$ cat src/rtl/lock_det_pkg.sv
package lock_det_pkg;
  localparam int unsigned BYTE_W  = 8;
  localparam int unsigned KEY_LEN = 15;
  localparam int unsigned IDX_W   = $clog2(KEY_LEN);
  localparam int unsigned MODE_W  = 2;
  localparam int unsigned PAGE_W  = 3;
  localparam int unsigned MAP_W   = MODE_W + PAGE_W;

  typedef struct packed {
    logic [MODE_W-1:0] mode;
    logic [PAGE_W-1:0] page;
  } map_cfg_t;

  function automatic logic [BYTE_W-1:0] key_byte(input logic [IDX_W-1:0] idx);
    logic [BYTE_W-1:0] b;
    case (idx)
      4'd0:    b = 8'hFF;
      4'd1:    b = 8'h77;
      4'd2:    b = 8'hB3;
      4'd3:    b = 8'h51;
      4'd4:    b = 8'hA8;
      4'd5:    b = 8'hD4;
      4'd6:    b = 8'h62;
      4'd7:    b = 8'h39;
      4'd8:    b = 8'h9C;
      4'd9:    b = 8'h46;
      4'd10:   b = 8'h2B;
      4'd11:   b = 8'h15;
      4'd12:   b = 8'h8A;
      4'd13:   b = 8'hCD;
      4'd14:   b = 8'hEE;
      default: b = 8'h00;
    endcase
    return b;
  endfunction
endpackage

$ cat src/rtl/lock_sync_mon.sv
module lock_sync_mon
  import lock_det_pkg::*;
#(
  parameter int unsigned DW = BYTE_W
) (
  input  logic          clk_i,
  input  logic          rst_ni,
  input  logic          wr_en_i,
  input  logic [DW-1:0] data_i,
  output logic          sync_o
);
  logic prev_nz_q;

  // zero byte directly after a nonzero byte
  assign sync_o = wr_en_i && (data_i == '0) && prev_nz_q;

  always_ff @(posedge clk_i or negedge rst_ni) begin
    if (!rst_ni)      prev_nz_q <= 1'b0;
    else if (wr_en_i) prev_nz_q <= (data_i != '0);
  end
endmodule

$ cat src/rtl/lock_seq_match.sv
module lock_seq_match
  import lock_det_pkg::*;
#(
  parameter int unsigned DW  = BYTE_W,
  parameter int unsigned LEN = KEY_LEN
) (
  input  logic          clk_i,
  input  logic          rst_ni,
  input  logic          wr_en_i,
  input  logic [DW-1:0] data_i,
  input  logic          sync_i,
  output logic          open_o,
  output logic          close_o
);
  localparam int unsigned IW = $clog2(LEN);
  localparam logic [IW-1:0] LAST = IW'(LEN - 1);

  logic          in_seq_q;
  logic [IW-1:0] idx_q;
  logic [DW-1:0] exp_byte;
  logic          match, at_last;

  assign exp_byte = DW'(key_byte(IDX_W'(idx_q)));
  assign match    = (data_i == exp_byte);
  assign at_last  = (idx_q == LAST);

  assign open_o  = wr_en_i && in_seq_q && at_last && match;
  assign close_o = wr_en_i && in_seq_q && at_last && !match;

  always_ff @(posedge clk_i or negedge rst_ni) begin
    if (!rst_ni) begin
      in_seq_q <= 1'b0;
      idx_q    <= '0;
    end else if (wr_en_i) begin
      if (sync_i) begin
        in_seq_q <= 1'b1;
        idx_q    <= '0;
      end else if (in_seq_q && !at_last && match) begin
        idx_q    <= idx_q + 1'b1;
      end else begin
        in_seq_q <= 1'b0;
        idx_q    <= '0;
      end
    end
  end


  idle_hold_chk: assert property (@(posedge clk_i) disable iff (!rst_ni)
    !wr_en_i |=> ($stable(idx_q) && $stable(in_seq_q)));

  no_sync_no_arm_chk: assert property (@(posedge clk_i) disable iff (!rst_ni)
    (wr_en_i && !in_seq_q && !sync_i) |=> !in_seq_q);

  miss_drop_chk: assert property (@(posedge clk_i) disable iff (!rst_ni)
    (wr_en_i && in_seq_q && !sync_i && (data_i != exp_byte)) |=> !in_seq_q);

  resync_chk: assert property (@(posedge clk_i) disable iff (!rst_ni)
    (wr_en_i && sync_i) |=> (in_seq_q && idx_q == '0));
endmodule

$ cat src/rtl/lock_map_reg.sv
module lock_map_reg
  import lock_det_pkg::*;
(
  input  logic              clk_i,
  input  logic              rst_ni,
  input  logic              lock_i,
  input  logic              wr_i,
  input  logic [MAP_W-1:0]  data_i,
  output logic              reg_page_on_o,
  output logic [MODE_W-1:0] low_bank_o,
  output logic [PAGE_W-1:0] low_page_o
);
  map_cfg_t cfg_q;

  always_ff @(posedge clk_i or negedge rst_ni) begin
    if (!rst_ni)              cfg_q <= '0;
    else if (wr_i && lock_i)  cfg_q <= map_cfg_t'(data_i);
  end

  // mode all-ones: register page on, bank back at base 0
  assign reg_page_on_o = &cfg_q.mode;
  assign low_bank_o    = reg_page_on_o ? '0 : cfg_q.mode;
  assign low_page_o    = cfg_q.page;


  closed_ignore_chk: assert property (@(posedge clk_i) disable iff (!rst_ni)
    (!lock_i && wr_i) |=> $stable(cfg_q));

  open_load_chk: assert property (@(posedge clk_i) disable iff (!rst_ni)
    (lock_i && wr_i) |=> (cfg_q == $past(data_i)));
endmodule

$ cat src/rtl/feat_lock_det.sv
module feat_lock_det
  import lock_det_pkg::*;
(
  input  logic              clk_i,
  input  logic              rst_ni,
  input  logic              wr_en_i,
  input  logic [BYTE_W-1:0] wr_data_i,
  input  logic              map_wr_i,
  input  logic [MAP_W-1:0]  map_data_i,
  output logic              lock_open_o,
  output logic              reg_page_on_o,
  output logic [MODE_W-1:0] low_bank_o,
  output logic [PAGE_W-1:0] low_page_o
);
  logic sync, open_hit, close_hit, lock_q;

  lock_sync_mon #(.DW(BYTE_W)) u_sync (
    .clk_i   (clk_i),
    .rst_ni  (rst_ni),
    .wr_en_i (wr_en_i),
    .data_i  (wr_data_i),
    .sync_o  (sync)
  );

  lock_seq_match #(.DW(BYTE_W), .LEN(KEY_LEN)) u_match (
    .clk_i   (clk_i),
    .rst_ni  (rst_ni),
    .wr_en_i (wr_en_i),
    .data_i  (wr_data_i),
    .sync_i  (sync),
    .open_o  (open_hit),
    .close_o (close_hit)
  );

  always_ff @(posedge clk_i or negedge rst_ni) begin
    if (!rst_ni)        lock_q <= 1'b0;
    else if (open_hit)  lock_q <= 1'b1;
    else if (close_hit) lock_q <= 1'b0;
  end

  assign lock_open_o = lock_q;

  lock_map_reg u_map (
    .clk_i         (clk_i),
    .rst_ni        (rst_ni),
    .lock_i        (lock_q),
    .wr_i          (map_wr_i),
    .data_i        (map_data_i),
    .reg_page_on_o (reg_page_on_o),
    .low_bank_o    (low_bank_o),
    .low_page_o    (low_page_o)
  );


  open_after_ee_chk: assert property (@(posedge clk_i) disable iff (!rst_ni)
    $rose(lock_open_o) |-> ($past(wr_en_i) && $past(wr_data_i) == 8'hEE));

  close_after_other_chk: assert property (@(posedge clk_i) disable iff (!rst_ni)
    $fell(lock_open_o) |-> ($past(wr_en_i) && $past(wr_data_i) != 8'hEE));

  lock_idle_chk: assert property (@(posedge clk_i) disable iff (!rst_ni)
    !wr_en_i |=> $stable(lock_open_o));
endmodule

$ cat config.mk
export PLATFORM = sky130hd
export DESIGN_NAME = feat_lock_det
export DESIGN_NICKNAME = d
export VERILOG_FILES = /design/src/rtl/lock_det_pkg.sv /design/src/rtl/lock_sync_mon.sv /design/src/rtl/lock_seq_match.sv /design/src/rtl/lock_map_reg.sv /design/src/rtl/feat_lock_det.sv
export SDC_FILE = /design/constraint.sdc
export NUM_CORES = 1
export LEC_CHECK = 0
export CAP_MARGIN = 20
export CORE_MARGIN = 4
export CORE_UTILIZATION = 45
export CTS_BUF_LIST = sky130_fd_sc_hd__clkbuf_8
export CTS_CLUSTER_DIAMETER = 120
export DETAILED_ROUTE_END_ITERATION = 6
export PLACE_DENSITY_LB_ADDON = 0.3
export SLEW_MARGIN = 20
export SYNTH_ARGS = -nofsm -noshare
export SYNTH_HDL_FRONTEND = slang
export SYNTH_SLANG_ARGS = --single-unit
$ cat constraint.sdc
create_clock -name clk_i -period 2.75 [get_ports clk_i]
set_input_delay 0.275 -clock clk_i [delete_from_list [all_inputs] [get_ports clk_i]]
set_output_delay 0.275 -clock clk_i [all_outputs]
set_load 0.1 [all_outputs]
# After elaboration in Yosys (flattened, before gate mapping)
# Memories as Yosys holds them, arrays and structs flattened.
# Index checks and enable logic that the tools add are counted.
[op_classes]
add_sub_neg = 1
eq_ne = 3
n_mux = 7
reduce_logical = 16
[ops]
columns = ["op", "count"]
rows = [
  ["$logic_and 1x1->1", 9],
  ["$eq 8x8->1", 1],
  ["$logic_not 8->1", 1],
  ["$mux 4", 2],
  ["$reduce_bool 8->1", 1],
  ["$add 4x1->4 const B", 1],
  ["$eq 4x4->1 const B", 1],
  ["$mux 1", 4],
  ["$reduce_and 2->1", 2],
  ["$logic_not 1->1", 2],
  ["$mux 2", 1],
  ["$ne 2x2->1 const B", 1],
  ["$reduce_bool 2->1", 1],
]
[word_totals]
ff_bits = 12
romBits = 128
inputBits = 17
output_inout_bits = 7
word_cells = 34
memories = 1
[memory_table]
columns = ["memory", "depth", "width", "read_ports", "rd_clocked_by_memory_dff", "write_ports", "line", "rtl"]
rows = [
  ["(no name shown)", 16, 8, 1, 0, 0, "lock_det_pkg.sv:16", "case (idx)"],
]

# Logic depth before layout (Yosys ltp)
[depth]
depth_word = 6
mapped_depth = 9
ltp_nobuf = 8

# Cells and area by module
# Synthesis repeated with hierarchy kept, for this count alone.
[hier_totals]
hier_cells = 112
hier_area_um2 = 1122.3
[modules_own_cells]
columns = ["module", "n_inst", "cells_each", "area_per_inst_um2"]
rows = [
  ["lock_seq_match", 1, 85, 789.5],
  ["lock_map_reg", 1, 17, 229.0],
  ["lock_sync_mon", 1, 7, 67.6],
  ["feat_lock_det", 1, 3, 36.3],
]

# Worst setup path before layout
# OpenSTA, ideal clock, no wires.
[synth_path]
path_type = "flip-flop to flip-flop"
from = "register u_match.idx_q[0]"
to = "register u_match.idx_q[3]"
setup_time_ps = 74
arrival_ps = 2010
required_time_ps = 2676
slack_ps = 666
stages_incl_launch_ff = 9
n_path_buf = 0
period_less_slack_ps = 2084
path_cell_list = "dfrtp_1 inv_1 ha_1 mux2i_1 xor2_1 or3_1 a32o_1 a2111o_1 o21ai_2"
[synth_between]
elab_chain_cells = 6
[synth_rtl]
columns = ["item", "line", "rtl"]
rows = [
  ["from (decl)", "lock_seq_match.sv:19", "logic [IW-1:0] idx_q;"],
  ["from (signal assigned)", "lock_seq_match.sv:39", "idx_q <= idx_q + 1'b1;"],
  ["parallel branches: the longest is 4 deep, another holds $mem_v2 16x8", "-", ""],
  ["$mux 4 (*)", "lock_seq_match.sv:38", "end else if (in_seq_q && !at_last && match) begin"],
  ["$mux 4 (*)", "lock_seq_match.sv:35", "if (sync_i) begin"],
]
# Every way passes the cells marked *.
# A chain may end at the register's enable or synchronous reset.

# Final worst setup path
[layout_path]
from = "register u_match.idx_q[1]"
to = "register u_match.idx_q[1]"
# The elaborated chain is that of the path after synthesis.

==> flow_metrics.tcl <==
set metrics [dict create \
    cts_resized 0 \
    instances_no_fill 159 \
    critPathMaxStageDelay_ns 0.45 \
    placed_cells 156 \
    postSynthCellCount 112 \
    grt_pass1_vias 844 \
    cp-end-kind "register" \
    hp-class "in -> async" \
    yosysSeqAreaShare_pct 29.0 \
    fp-row-count 17 \
    place_area_um2 1240 \
    power.density_nw_per_um2 314 \
    core-area_um2 2190 \
    grt_max_degree 19 \
    holdBufCountCts 0 \
    ys.flop_type "dfrtp_1" \
    avgSynthCellArea_um2 9.24 \
    track_usage_pct 14.8 \
    hold_viol 0 \
    tns_ns 0 \
    io_buffers 23 \
    path_cells "inv_1, ha_1, o21ai_0, a2bb2oi_1, or2_2, o2111ai_1, nor3_2, a32o_1" \
    cp_max_fo 7 \
    total_power_mw 0.402 \
    viasPerCell 5.64 \
    drc 0 \
    status "complete, no violations" \
    finalClockSkew_ns 0.00241 \
    die_w_um 56.0 \
    path_class "reg -> reg" \
    cts_tree "yes" \
    insertion_delay_ns 0.24 \
    p_leak_nw 0.536 \
    antenna_left 0 \
    place.gp.congestion 0.804 \
    ir_drop_mv 0.264 \
    clockBufferDepth 2 \
    slowest_stage "dfrtp_1" \
    grt_pass1_wl_um 3730 \
    dpl.hpwl_um 1720 \
    wl_per_cell_um 13.4 \
    syn_area_um2 1030 \
    timing.hold.ws_ns 0.378 \
    min_period_ns 2.23 \
    cp.arrival_ns 2.41 \
    drv_slew 0 \
    rsz0062_at_grt "no" \
    ys_seq_elements 12 \
    setup_viol 0 \
    timing.final.ws_setup_ns 0.515 \
    htreeDepth 1 \
    cts_root_buf "clkbuf_8" \
    syn_nets 136 \
    synth_edf_count 0 \
    nets 157 \
    numCtsBuffers 3 \
    dr_total_vias 897 \
    tightest_slew_ns 0.514 \
    wirelength_um 2120 \
    die_y_um 56.0 \
    post_cts_buffers 0 \
    layout-area-overhead-vs-synth_pct 23.6 \
    gr-total-overflow 0 \
    fp.dieArea_um2 3130 \
    dp_slack_ns 0.499 \
    dr.pass1.iters 4 \
    antenna_found_initial 0 \
    post-route-period-util_pct 81.3 \
    maxCapViolations 0 \
    cp.required_ns 2.92 \
    diodes 0 \
    clock_sinks 12 \
    cts.clk_slew.worst_paths_ns 0.05 \
    startpoint_type "register" \
    relSlewSlack_pct 65.8 \
    fmax_mhz 448 \
    drt_iter0_drc 24 \
    postLayoutCoreUtil_pct 58.4 \
    fin_area_um2 1280 \
    start_util_pct 47.2 \
    io_pins 24 \
    yosys_warnings 0 \
    drive_above_1_share_pct 17.6 \
    synthDistinctLibCells 41 \
    async_flop_share_pct 100 \
]
==> cell usage in the layout (no fill, tap or decap), types with 3 or more instances in the layout <==
cell type / n
clkbuf_8: 3
nand3_1: 5
nand2_1: 6
a32o_1: 3
a21oi_1: 5
xnor2_1: 4
mux2i_1: 6
nor2_1: 4
xor2_1: 4
ha_1: 7
inv_1: 9
buf_4: 9
o21ai_0: 3
dfrtp_1: 12
mux2_2: 6
clkdlybuf4s50_1: 16
==> worst max-delay path: cells and delay by family, from the launching register on <==
kind            cells  cell delay [ns]
compound gates      4             0.75
fa+ha+maj           1             0.38
buf+inv             1             0.12
flops               1             0.45
simple gates        2             0.49
==> area by class of cell <==
class | instances | area, um2
repair buffers | 25 | 228
fillers | 199 | 912
inverters | 9 | 33.8
flip-flops and latches | 12 | 300
clock buffers | 3 | 41.3
well taps | 28 | 35.0
multi-input cells | 82 | 641
==> cells by family (layout without fill, tap and decap cells) <==
| kind of cell | count (synthesis) | in the layout | synth area share (%) |
|---|---|---|---|
| buffers and inverters | 18 | 37 | 9.07 |
| and+or+nand+nor | 30 | 30 | 16.1 |
| muxes | 12 | 12 | 12.3 |
| DFF | 12 | 12 | 29.0 |
| xor gates and xnor gates | 8 | 8 | 6.77 |
| AOI/OAI and AO/OA | 25 | 25 | 18.3 |
| adders and majority gates | 7 | 7 | 8.46 |
==> metal layers <==
metal | vias to the layer above | part of all wire, % | GRT usage (%)
met5 | - | 0 | 0
met4 | 0 | 2.4 | 6.78
met3 | 7 | 7.2 | 4.64
met2 | 36 | 47 | 23.0
met1 | 417 | 44 | 18.6
li1 | 437 | - | -
==> Yosys cell counts, drive strengths merged (2+ instances only) <==
cell    count  share of area (%)
ha          7                8.5
inv         9                3.3
or4         2                1.5
a21oi       5                2.4
nand2       6                2.2
a32o        3                2.9
and2        2                1.2
xnor2       4                3.4
nand2b      2                1.2
a31o        2                1.7
o21ai       4                2.3
nor2        4                1.5
nand3       5                2.4
buf         8                5.4
xor2        4                3.4
mux2i       6                5.8
nor2b       2                1.2
nor3        2                1.5
dfrtp      12                 29
mux2        6                6.5
==> sequential cells by signal, summed over array words and instances (netlist names) <==
signal and flops:
u_map.cfg_q 2, u_match.idx_q 4, u_map.low_page_o 3, u_sync.prev_nz_q 1, lock_open_o 1, u_match.in_seq_q 1
==> power breakdown <==
group / switching, mW / total (mW) / internal, mW
registers: 0.00138 / 0.181 / 0.179
logic: 0.0354 / 0.0673 / 0.0319
clock network: 0.0582 / 0.154 / 0.0960
total: 0.0949 / 0.402 / 0.307
==> final timing paths <==
check / start / to / slack (ns) / cells after the start
setup / recovery: u_match.idx_q[1] / u_match.idx_q[1] / 0.52 / 8
hold reg to reg: u_map.low_page_o[0] / u_map.low_page_o[0] / 0.50 / 1
min in group clk_i: u_map.low_page_o[0] / u_map.low_page_o[0] / 0.50 / 1
max in group asynchronous: rst_ni / u_map.cfg_q[3] / 2.03 / 1
setup reg to reg: u_match.idx_q[1] / u_match.idx_q[1] / 0.52 / 8
hold / removal: rst_ni / u_map.low_page_o[0] / 0.38 / 1
(Power assumes the default switching activity.)
